==> src/rtl/mcdp_pkg.sv <==
package mcdp_pkg;

    localparam int XLEN    = 32;
    localparam int NREGS   = 32;
    localparam int RIDX    = $clog2(NREGS);
    localparam int OPW     = 6;
    localparam int OFFW    = 16;
    localparam int JFW     = 26;
    localparam int PCHI    = XLEN - JFW - 2;

    typedef enum logic [2:0] {
        ALU_ADD = 3'd0,
        ALU_SUB = 3'd1,
        ALU_AND = 3'd2,
        ALU_OR  = 3'd3,
        ALU_SLT = 3'd4
    } alu_op_e;

    typedef enum logic [1:0] {
        OPB_REG   = 2'd0,
        OPB_FOUR  = 2'd1,
        OPB_OFF   = 2'd2,
        OPB_OFFSH = 2'd3
    } opb_sel_e;

    typedef enum logic [1:0] {
        PCN_ALU    = 2'd0,
        PCN_ALUREG = 2'd1,
        PCN_JUMP   = 2'd2
    } pc_next_e;

    typedef struct packed {
        logic [OPW-1:0]  op;
        logic [RIDX-1:0] rs;
        logic [RIDX-1:0] rt;
        logic [RIDX-1:0] rd;
        logic [OFFW-1:0] off;
        logic [JFW-1:0]  jfield;
    } ifields_t;

    function automatic ifields_t split_instr(input logic [XLEN-1:0] w);
        ifields_t f;
        f.op     = w[31:26];
        f.rs     = w[25:21];
        f.rt     = w[20:16];
        f.rd     = w[15:11];
        f.off    = w[15:0];
        f.jfield = w[25:0];
        return f;
    endfunction

    function automatic logic [XLEN-1:0] sext_off(input logic [OFFW-1:0] v);
        return {{(XLEN-OFFW){v[OFFW-1]}}, v};
    endfunction

endpackage

==> src/rtl/mcdp_regfile.sv <==
module mcdp_regfile #(
    parameter int WIDTH = 32,
    parameter int DEPTH = 32,
    localparam int AW = $clog2(DEPTH)
) (
    input  logic             clk,
    input  logic             rst,
    input  logic [AW-1:0]    ra1,
    input  logic [AW-1:0]    ra2,
    output logic [WIDTH-1:0] rd1,
    output logic [WIDTH-1:0] rd2,
    input  logic             we,
    input  logic [AW-1:0]    wa,
    input  logic [WIDTH-1:0] wd
);

    logic [WIDTH-1:0] regs [DEPTH];

    for (genvar g = 0; g < DEPTH; g++) begin : g_ent
        if (g == 0) begin : g_hard_zero
            assign regs[g] = '0;
        end else begin : g_flop
            always_ff @(posedge clk) begin
                if (rst)
                    regs[g] <= '0;
                else if (we && wa == AW'(g))
                    regs[g] <= wd;
            end
        end
    end

    assign rd1 = regs[ra1];
    assign rd2 = regs[ra2];

endmodule

==> src/rtl/mcdp_alu.sv <==
module mcdp_alu
    import mcdp_pkg::*;
#(
    parameter int WIDTH = 32
) (
    input  alu_op_e          op,
    input  logic [WIDTH-1:0] a,
    input  logic [WIDTH-1:0] b,
    output logic [WIDTH-1:0] y,
    output logic             zero
);

    always_comb begin
        unique case (op)
            ALU_SUB: y = a - b;
            ALU_AND: y = a & b;
            ALU_OR:  y = a | b;
            ALU_SLT: y = WIDTH'($signed(a) < $signed(b));
            default: y = a + b;
        endcase
    end

    assign zero = (y == '0);

endmodule

==> src/rtl/mcdp_pc_unit.sv <==
module mcdp_pc_unit
    import mcdp_pkg::*;
(
    input  logic            clk,
    input  logic            rst,
    input  logic            pc_we,
    input  pc_next_e        sel,
    input  logic [XLEN-1:0] alu_y,
    input  logic [XLEN-1:0] alu_reg,
    input  logic [JFW-1:0]  jfield,
    output logic [XLEN-1:0] pc
);

    logic [XLEN-1:0] jtarget;
    logic [XLEN-1:0] pc_next;

    assign jtarget = {pc[XLEN-1 -: PCHI], jfield, 2'b00};

    always_comb begin
        unique case (sel)
            PCN_ALUREG: pc_next = alu_reg;
            PCN_JUMP:   pc_next = jtarget;
            default:    pc_next = alu_y;
        endcase
    end

    always_ff @(posedge clk) begin
        if (rst)
            pc <= '0;
        else if (pc_we)
            pc <= pc_next;
    end

endmodule

==> src/rtl/mcdp_core.sv <==
module mcdp_core
    import mcdp_pkg::*;
(
    input  logic        clk,
    input  logic        rst,
    input  logic        pc_we,
    input  logic        iord,
    input  logic        ir_we,
    input  logic        reg_we,
    input  logic        reg_dst,
    input  logic        mem_to_reg,
    input  logic        src_a,
    input  logic [1:0]  src_b,
    input  logic [2:0]  alu_op,
    input  logic [1:0]  pc_sel,
    input  logic [31:0] mem_rdata,
    output logic [31:0] mem_addr,
    output logic [31:0] mem_wdata,
    output logic [5:0]  opcode,
    output logic        zero
);

    logic [XLEN-1:0] pc_q, ir_q, mdr_q, a_q, b_q, aluout_q;
    logic [XLEN-1:0] rf_rd1, rf_rd2, opa, opb, alu_y, wb_data;
    logic [RIDX-1:0] wb_idx;
    ifields_t        fld;

    assign fld = split_instr(ir_q);

    mcdp_regfile #(.WIDTH(XLEN), .DEPTH(NREGS)) i_rf (
        .clk (clk),
        .rst (rst),
        .ra1 (fld.rs),
        .ra2 (fld.rt),
        .rd1 (rf_rd1),
        .rd2 (rf_rd2),
        .we  (reg_we),
        .wa  (wb_idx),
        .wd  (wb_data)
    );

    assign opa = src_a ? a_q : pc_q;

    always_comb begin
        unique case (opb_sel_e'(src_b))
            OPB_REG:   opb = b_q;
            OPB_FOUR:  opb = XLEN'(4);
            OPB_OFF:   opb = sext_off(fld.off);
            default:   opb = sext_off(fld.off) << 2;
        endcase
    end

    mcdp_alu #(.WIDTH(XLEN)) i_alu (
        .op   (alu_op_e'(alu_op)),
        .a    (opa),
        .b    (opb),
        .y    (alu_y),
        .zero (zero)
    );

    mcdp_pc_unit i_pcu (
        .clk     (clk),
        .rst     (rst),
        .pc_we   (pc_we),
        .sel     (pc_next_e'(pc_sel)),
        .alu_y   (alu_y),
        .alu_reg (aluout_q),
        .jfield  (fld.jfield),
        .pc      (pc_q)
    );

    assign wb_idx  = reg_dst ? fld.rd : fld.rt;
    assign wb_data = mem_to_reg ? mdr_q : aluout_q;

    always_ff @(posedge clk) begin
        if (rst) begin
            ir_q     <= '0;
            mdr_q    <= '0;
            a_q      <= '0;
            b_q      <= '0;
            aluout_q <= '0;
        end else begin
            if (ir_we)
                ir_q <= mem_rdata;
            mdr_q    <= mem_rdata;
            a_q      <= rf_rd1;
            b_q      <= rf_rd2;
            aluout_q <= alu_y;
        end
    end

    assign mem_addr  = iord ? aluout_q : pc_q;
    assign mem_wdata = b_q;
    assign opcode    = fld.op;

endmodule

==> config.mk <==
export PLATFORM = sky130hd
export DESIGN_NAME = mcdp_core
export DESIGN_NICKNAME = d
export VERILOG_FILES = /design/src/rtl/mcdp_pkg.sv /design/src/rtl/mcdp_regfile.sv /design/src/rtl/mcdp_alu.sv /design/src/rtl/mcdp_pc_unit.sv /design/src/rtl/mcdp_core.sv
export SDC_FILE = /design/constraint.sdc
export NUM_CORES = 2
export LEC_CHECK = 0
export BUFFER_PORTS_ARGS = -buffer_cell sky130_fd_sc_hd__buf_2
export CAP_MARGIN = 30
export CORE_MARGIN = 2
export CORE_UTILIZATION = 45
export CTS_CLUSTER_DIAMETER = 80
export CTS_CLUSTER_SIZE = 24
export DETAILED_ROUTE_END_ITERATION = 10
export GPL_TIMING_DRIVEN = 0
export PLACE_DENSITY = 0.59
export SLEW_MARGIN = 30
export SYNTH_ARGS = -nofsm -noshare
export SYNTH_HDL_FRONTEND = slang
export SYNTH_SLANG_ARGS = --single-unit
==> constraint.sdc <==
create_clock -name clk -period 5.86 [get_ports clk]
set_input_delay 0.586 -clock clk [delete_from_list [all_inputs] [get_ports clk]]
set_output_delay 0.586 -clock clk [all_outputs]
set_load 0.03 [all_outputs]
Word-level counts from Yosys, hierarchy flattened

Index checks and enable logic that the tools add are counted.

Add/subtract/negate cells: 2
Multiply operators: 0
Divide/modulo/power cells: 0
Magnitude comparators: 3
Equality and inequality tests: 39
Shift-type cells: 0
Multiplexer cells: 13
Bitwise operators: 5
Reduce and logical (&&, ||, !) cells: 34

Operators by type and width:

| cell                                                 | count |
|---|---|
| binary-select mux 32 bit (select 5 bit)              | 2 |
| 2-to-1 mux 32 bit                                    | 7 |
| case mux 32 bit (4 select lines)                     | 1 |
| case mux 32 bit (3 select lines)                     | 1 |
| equality test 5 bit (second input constant)          | 16 |
| case mux 32 bit (2 select lines)                     | 1 |
| equality test 5 x 4 -> 1 bit (second input constant) | 8 |
| adder 32 bit                                         | 1 |
| AND 32 bit                                           | 1 |
| logical NOT 32 bit                                   | 1 |
| < comparator 32 bit                                  | 1 |
| OR 32 bit                                            | 1 |
| subtractor 32 bit                                    | 1 |
| logical AND 1 bit                                    | 31 |
| equality test 5 x 3 -> 1 bit (second input constant) | 4 |
| >= comparator 6 bit (second input constant)          | 2 |
| inverter 5 -> 6 bit                                  | 2 |
| equality test 5 x 2 -> 1 bit (second input constant) | 2 |
| equality test 3 x 2 -> 1 bit (second input constant) | 2 |
| equality test 5 x 1 -> 1 bit (second input constant) | 1 |
| 2-to-1 mux 5 bit                                     | 1 |
| equality test 2 x 1 -> 1 bit (second input constant) | 2 |
| equality test 2 bit (second input constant)          | 2 |
| equality test 3 x 1 -> 1 bit (second input constant) | 1 |
| other kinds (4)                                      | 4 |

Bits in registers: 1184
Latch bits: 0
Memory bits (writable): 0
Memory bits (read-only): 0
Bits of input ports: 48
Output and inout bits: 71
Word-level logic and storage cells: 134
Memories: 0

Logic depth before layout (Yosys ltp)

Word-level depth: 5
Depth in mapped cells: 18
Depth with buffers taken out: 16

Hierarchy

From an unflattened synthesis, not the netlist that was laid out.

Cells, all modules: 8125
Area, all modules: 64758.4 um^2

Modules (own cells, without submodules):

| module       | instances | cells an instance | area each (um^2) | seq. area each (um^2) |
|---|---|---|---|---|
| mcdp_regfile | 1         | 6580              | 51292.9          | 19859.0 |
| mcdp_core    | 1         | 553               | 6348.6           | 3203.1 |
| mcdp_alu     | 1         | 835               | 5521.5           | 0.0 |
| mcdp_pc_unit | 1         | 157               | 1595.3           | 640.6 |

Worst setup path before layout

No wires, ideal clock.

Kind: input -> output
Start: input src_a
End: output zero
Arrival time: 5.045 ns
Data required time: 5.274 ns
Setup slack: 0.229 ns
Cell stages on the path: 18
Buffers on the path: 2
Path through: clkbuf_1 -> buf_1 -> mux2_2 -> inv_1 -> ha_1 -> inv_1 -> fa_1 -> nor2b_1 -> o211ai_1 -> a31oi_1 -> o21ai_1 -> o221ai_1 -> a21oi_1 -> nand4bb_1 -> or4_1 -> or4_1 -> nor4_1 -> and3_1

Cells in the longest elaborated chain, start to end: 4
Elaborated cells between the ends (all ways): 8
Those cells by class: 2 x add/sub; 1 x order compare; 2 x mux; 2 x bitwise; 1 x reduce/logical

Ends and longest elaborated chain:

| item                                       | RTL line        | RTL |
|---|---|---|
| start, declared                            | mcdp_core.sv:12 | `input logic src_a,` |
| 2-to-1 mux 32 bit *                        | mcdp_core.sv:42 | `assign opa = src_a ? a_q : pc_q;` |
| adder 32 bit, or another cell as far along | mcdp_alu.sv:19  | `default: y = a + b;` |
| case mux 32 bit (4 select lines) *         | mcdp_alu.sv:14  | `unique case (op)` |
| logical NOT 32 bit *                       | mcdp_alu.sv:23  | `assign zero = (y == '0);` |
| end, declared                              | mcdp_core.sv:20 | `output logic zero` |

Mark *: on every way between the ends. The rest lies on a longest branch, timed or not.

Worst setup path in the final report

Start: register ir_q[9]
End: output zero

Cells in the longest elaborated chain, start to end: 4
Elaborated cells between the ends (all ways): 8
Those cells by class: 2 x add/sub; 1 x order compare; 2 x mux; 2 x bitwise; 1 x reduce/logical

Ends and longest elaborated chain:

| item                                       | RTL line        | RTL |
|---|---|---|
| start, declared                            | mcdp_core.sv:23 | `logic [XLEN-1:0] pc_q, ir_q, mdr_q, a_q, b_q, aluout_q;` |
| start signal, assigned                     | mcdp_core.sv:84 | `ir_q <= mem_rdata;` |
| case mux 32 bit (3 select lines) *         | mcdp_core.sv:45 | `unique case (opb_sel_e'(src_b))` |
| adder 32 bit, or another cell as far along | mcdp_alu.sv:19  |  |
| case mux 32 bit (4 select lines) *         | mcdp_alu.sv:14  |  |
| logical NOT 32 bit *                       | mcdp_alu.sv:23  |  |

Marked as above.

==> impl_metrics.env <==
export IMPL_cp_arrival_ns=5.39
export IMPL_regToRegStartpoint="ir_q[16]$_SDFFE_PP0P_"
export IMPL_slew_headroom_pct=20.93
export IMPL_use_met1_pct=42.20
export IMPL_combPwrFrac_pct=17.1
export IMPL_syn_avg_cell_area_um2=10.29
export IMPL_finClkSkew_ns=0.02154
export IMPL_final_antenna_net_count=0
export IMPL_critical_path_required_ns=5.27
export IMPL_synth_compound_area_share_pct=18.10
export IMPL_start_kind="flop"
export IMPL_fin_area_um2=66890
export IMPL_wire_per_inst_um=29.63
export IMPL_final_min_clock_period_ns=5.978
export IMPL_slew_violations=0
export IMPL_setup_viol=1
export IMPL_io_pins=119
export IMPL_grt_usage_pct=32.99
export IMPL_htree_levels=2
export IMPL_die_x_um=372.8
export IMPL_use_met2_pct=56.13
export IMPL_synth_simple_gate_area_share_pct=10.30
export IMPL_violations="setup timing"
export IMPL_seqCellArea_um2=23720
export IMPL_syn_instance_count=5950
export IMPL_vias=50540
export IMPL_synthArstFlopShare_pct=0
export IMPL_initial_core_util_pct=45.25
export IMPL_critPathLaunch="ir_q[9]$_SDFFE_PP0P_"
export IMPL_holdWs_ns=0.1027
export IMPL_tns_ns=-0.1185
export IMPL_synth_warnings=0
export IMPL_rows=135
export IMPL_yosys_top_cells_area="dfxtp_1 (39%), mux4_2 (21%), a211oi_1 (13%)"
export IMPL_multi_input_area_um2=35330
export IMPL_rsz0062_at_grt="yes"
export IMPL_gr_total_overflow=0
export IMPL_drtPass1Iterations=8
export IMPL_dp_hpwl_mm=194.9
export IMPL_nets=6302
export IMPL_drc_errors=0
export IMPL_synth_top_family_by_area="multiplexers"
export IMPL_final_cells=7952
export IMPL_final_cell_mix="nor2_1 (1,239), dfxtp_1 (1,174), a211oi_1 (1,013)"
export IMPL_busiest_layer="met2"
export IMPL_grt_max_degree=25
export IMPL_ys_types=78
export IMPL_core_um2=135300
export IMPL_dieArea_um2=139000
export IMPL_p_per_area_nw_per_um2=235.3
export IMPL_status="finished with violations"
export IMPL_seqPwrFrac_pct=52.7
export IMPL_ctsRootBufferMaster="clkbuf_16"
export IMPL_synthFlopType="dfxtp_1"
export IMPL_ys_seq_area_share_pct=38.72
export IMPL_syn_nets=6098
export IMPL_clkLatencyLatePin_ns=0.73
export IMPL_synth_fa_ha_area_share_pct=2.068
export IMPL_grt_pass1_vias=50020
export IMPL_critPathMaxStageDelay_ns=0.56
export IMPL_switchingPower_mw=4.728
export IMPL_cts_tree="done"
export IMPL_drtIter0Drc=4881
export IMPL_hp_start="mem_rdata[27]"
export IMPL_clock_fmax_ghz=0.1673
export IMPL_total_power_mw=15.74
export IMPL_drive_gt1_share_pct=19.06
export IMPL_met3_usage_pct=4.622
export IMPL_hold_viol=0
export IMPL_cts_max_path_buffers=3
export IMPL_vias_per_cell=6.356
export IMPL_fill_cells=12610
export IMPL_period_share_pct=102.0
export IMPL_p_int_mw=11.01
export IMPL_area_delta_synth_final_pct=9.262
export IMPL_cp_end_kind="output port"
export IMPL_layout_setup_ws_ns=-0.1185
export IMPL_fin_util_pct=49.44
export IMPL_dpl_worst_slack_ns=-1.949
export IMPL_cts_made_buffers=57
export IMPL_yosysTopAreaCell="dfxtp_1"
export IMPL_place_area_um2=64200
export IMPL_drt_wl_total_mm=235.6
export IMPL_cp_max_fo=6
export IMPL_clkPwrFrac_pct=30.3
export IMPL_grt_pass1_wl_mm=338.4
export IMPL_die_height_um=372.8
export IMPL_netlist_area_leader_share_pct=38.72
export IMPL_tightest_slew_ns=1.153
export IMPL_synth_mux_area_share_pct=25.95
export IMPL_clk_pin_slew_ns=0.09
export IMPL_syn_area_um2=61220
export IMPL_dp_cells=7846
export IMPL_max_cap_viol_count=0
export IMPL_synth_xor_area_share_pct=0.1144
export IMPL_swShare_pct=30.04
export IMPL_antenna_found_initial=13
export IMPL_synth_edf_count=0
export IMPL_final_common_cell="nor2_1"
export IMPL_cpMaxStageDelayCell="or4_4"
export IMPL_clock_sinks=1184
export IMPL_max_vdd_ir_drop_mv=0.2597
export IMPL_crit_chain="mux2_2 > a22o_1 > ha_1 > a211oi_2 > o21ai_0 > o2111ai_1 > o2111ai_2 > a211oi_4 > o221a_2 > o22ai_2 > a2111o_1 > or4_4 > nor4_4 > and3_4 > buf_6"
export IMPL_hp_class="input pin to flop"
export IMPL_ys_seq_elements=1184
export IMPL_p_leak_nw=21.02
export IMPL_portBuffers=110
export IMPL_gp_congestion=0.9651
export IMPL_worst_setup_path_type="flop to output port"
[per-layer routing]
layer | up-vias | share of wire (%)
li1 | 22810 | -
met1 | 25170 | 40
met2 | 2133 | 48
met3 | 419 | 7.2
met4 | 12 | 4.6
met5 | - | 0.036
[path summary, 6_finish.rpt]
path | endpoint | slack (ns) | depth (start not counted)
max | zero | -0.12 | 15
min | mdr_q[27]$_SDFF_PP0_ | 0.10 | 2
max reg2reg | i_rf.regs[261]$_SDFFE_PP0P_ | 1.15 | 10
min reg2reg | i_pcu.pc[14]$_SDFFE_PP0P_ | 0.50 | 2
[area by class of cell]
class / count / area share, %
multi-input cells: 3995 / 52.81
flip-flops and latches: 1184 / 35.46
plain buffers: 654 / 3.911
well taps: 1781 / 3.331
clock buffers: 63 / 2.181
repair buffers: 155 / 1.431
inverters: 107 / 0.6004
clock inverters: 11 / 0.2600
diodes: 2 / 0.007482
[repair_timing]
| item | in CTS | in global routing |
|---|---|---|
| endpoints found under the setup margin | 1 | 1 |
| pin swaps | 26 | 29 |
| resized for setup | 150 | 45 |
| hold buffers | 0 | 0 |
| buffers inserted | 20 | 16 |
[state kept, by name (all words and copies together), names as in the netlist]
signal,count
mdr_q,32
i_rf.regs,992
i_pcu.pc,32
a_q,32
mem_wdata,32
ir_q,32
aluout_q,32
[logic make-up after synthesis]
logic type | after synthesis
muxes | 850
xor gates and xnor gates | 8
AOI/OAI and AO/OA | 1487
buffers and inverters | 771
adders and majority gates | 100
and+or+nand+nor | 1550
DFF | 1184
[critical path, delay by kind of cell (launching register included)]
family	cells	cell delay, ns
AOI/OAI and AO/OA	9	2.51
and+or+nand+nor	3	0.95
adders and majority gates	1	0.40
DFF	1	0.39
muxes	1	0.29
buffers and inverters	1	0.13
[cells in the mapped netlist (all sizes together), types with 8 or more instances]
| library cell | instances |
|---|---|
| nor3b | 9 |
| o21bai | 8 |
| a21o | 28 |
| mux2i | 136 |
| a211oi | 1023 |
| clkbuf | 584 |
| nor3 | 22 |
| a31oi | 17 |
| dfxtp | 1184 |
| mux2 | 138 |
| o221ai | 9 |
| a22oi | 30 |
| a221oi | 9 |
| mux4 | 576 |
| inv | 107 |
| nand2 | 111 |
| nand2b | 18 |
| ha | 98 |
| nor2b | 71 |
| a22o | 80 |
| o21ai | 65 |
| o21a | 8 |
| nand4 | 12 |
| o22ai | 9 |
| nor2 | 1247 |
| o211ai | 18 |
| buf | 80 |
| a21oi | 74 |
| o31ai | 12 |
| nand3 | 17 |
| a311oi | 28 |
[power groups by stage]
stage	sequential [mW]	combinational [mW]	clock, mW
after floorplan	8.43	1.57	0
after global placement	8.46	2.44	0
after detailed placement	8.46	2.47	0
after CTS	8.28	2.58	4.78
after global routing	8.30	2.81	5.05
final	8.29	2.69	4.76
Power figures use the tool's default switching activity.
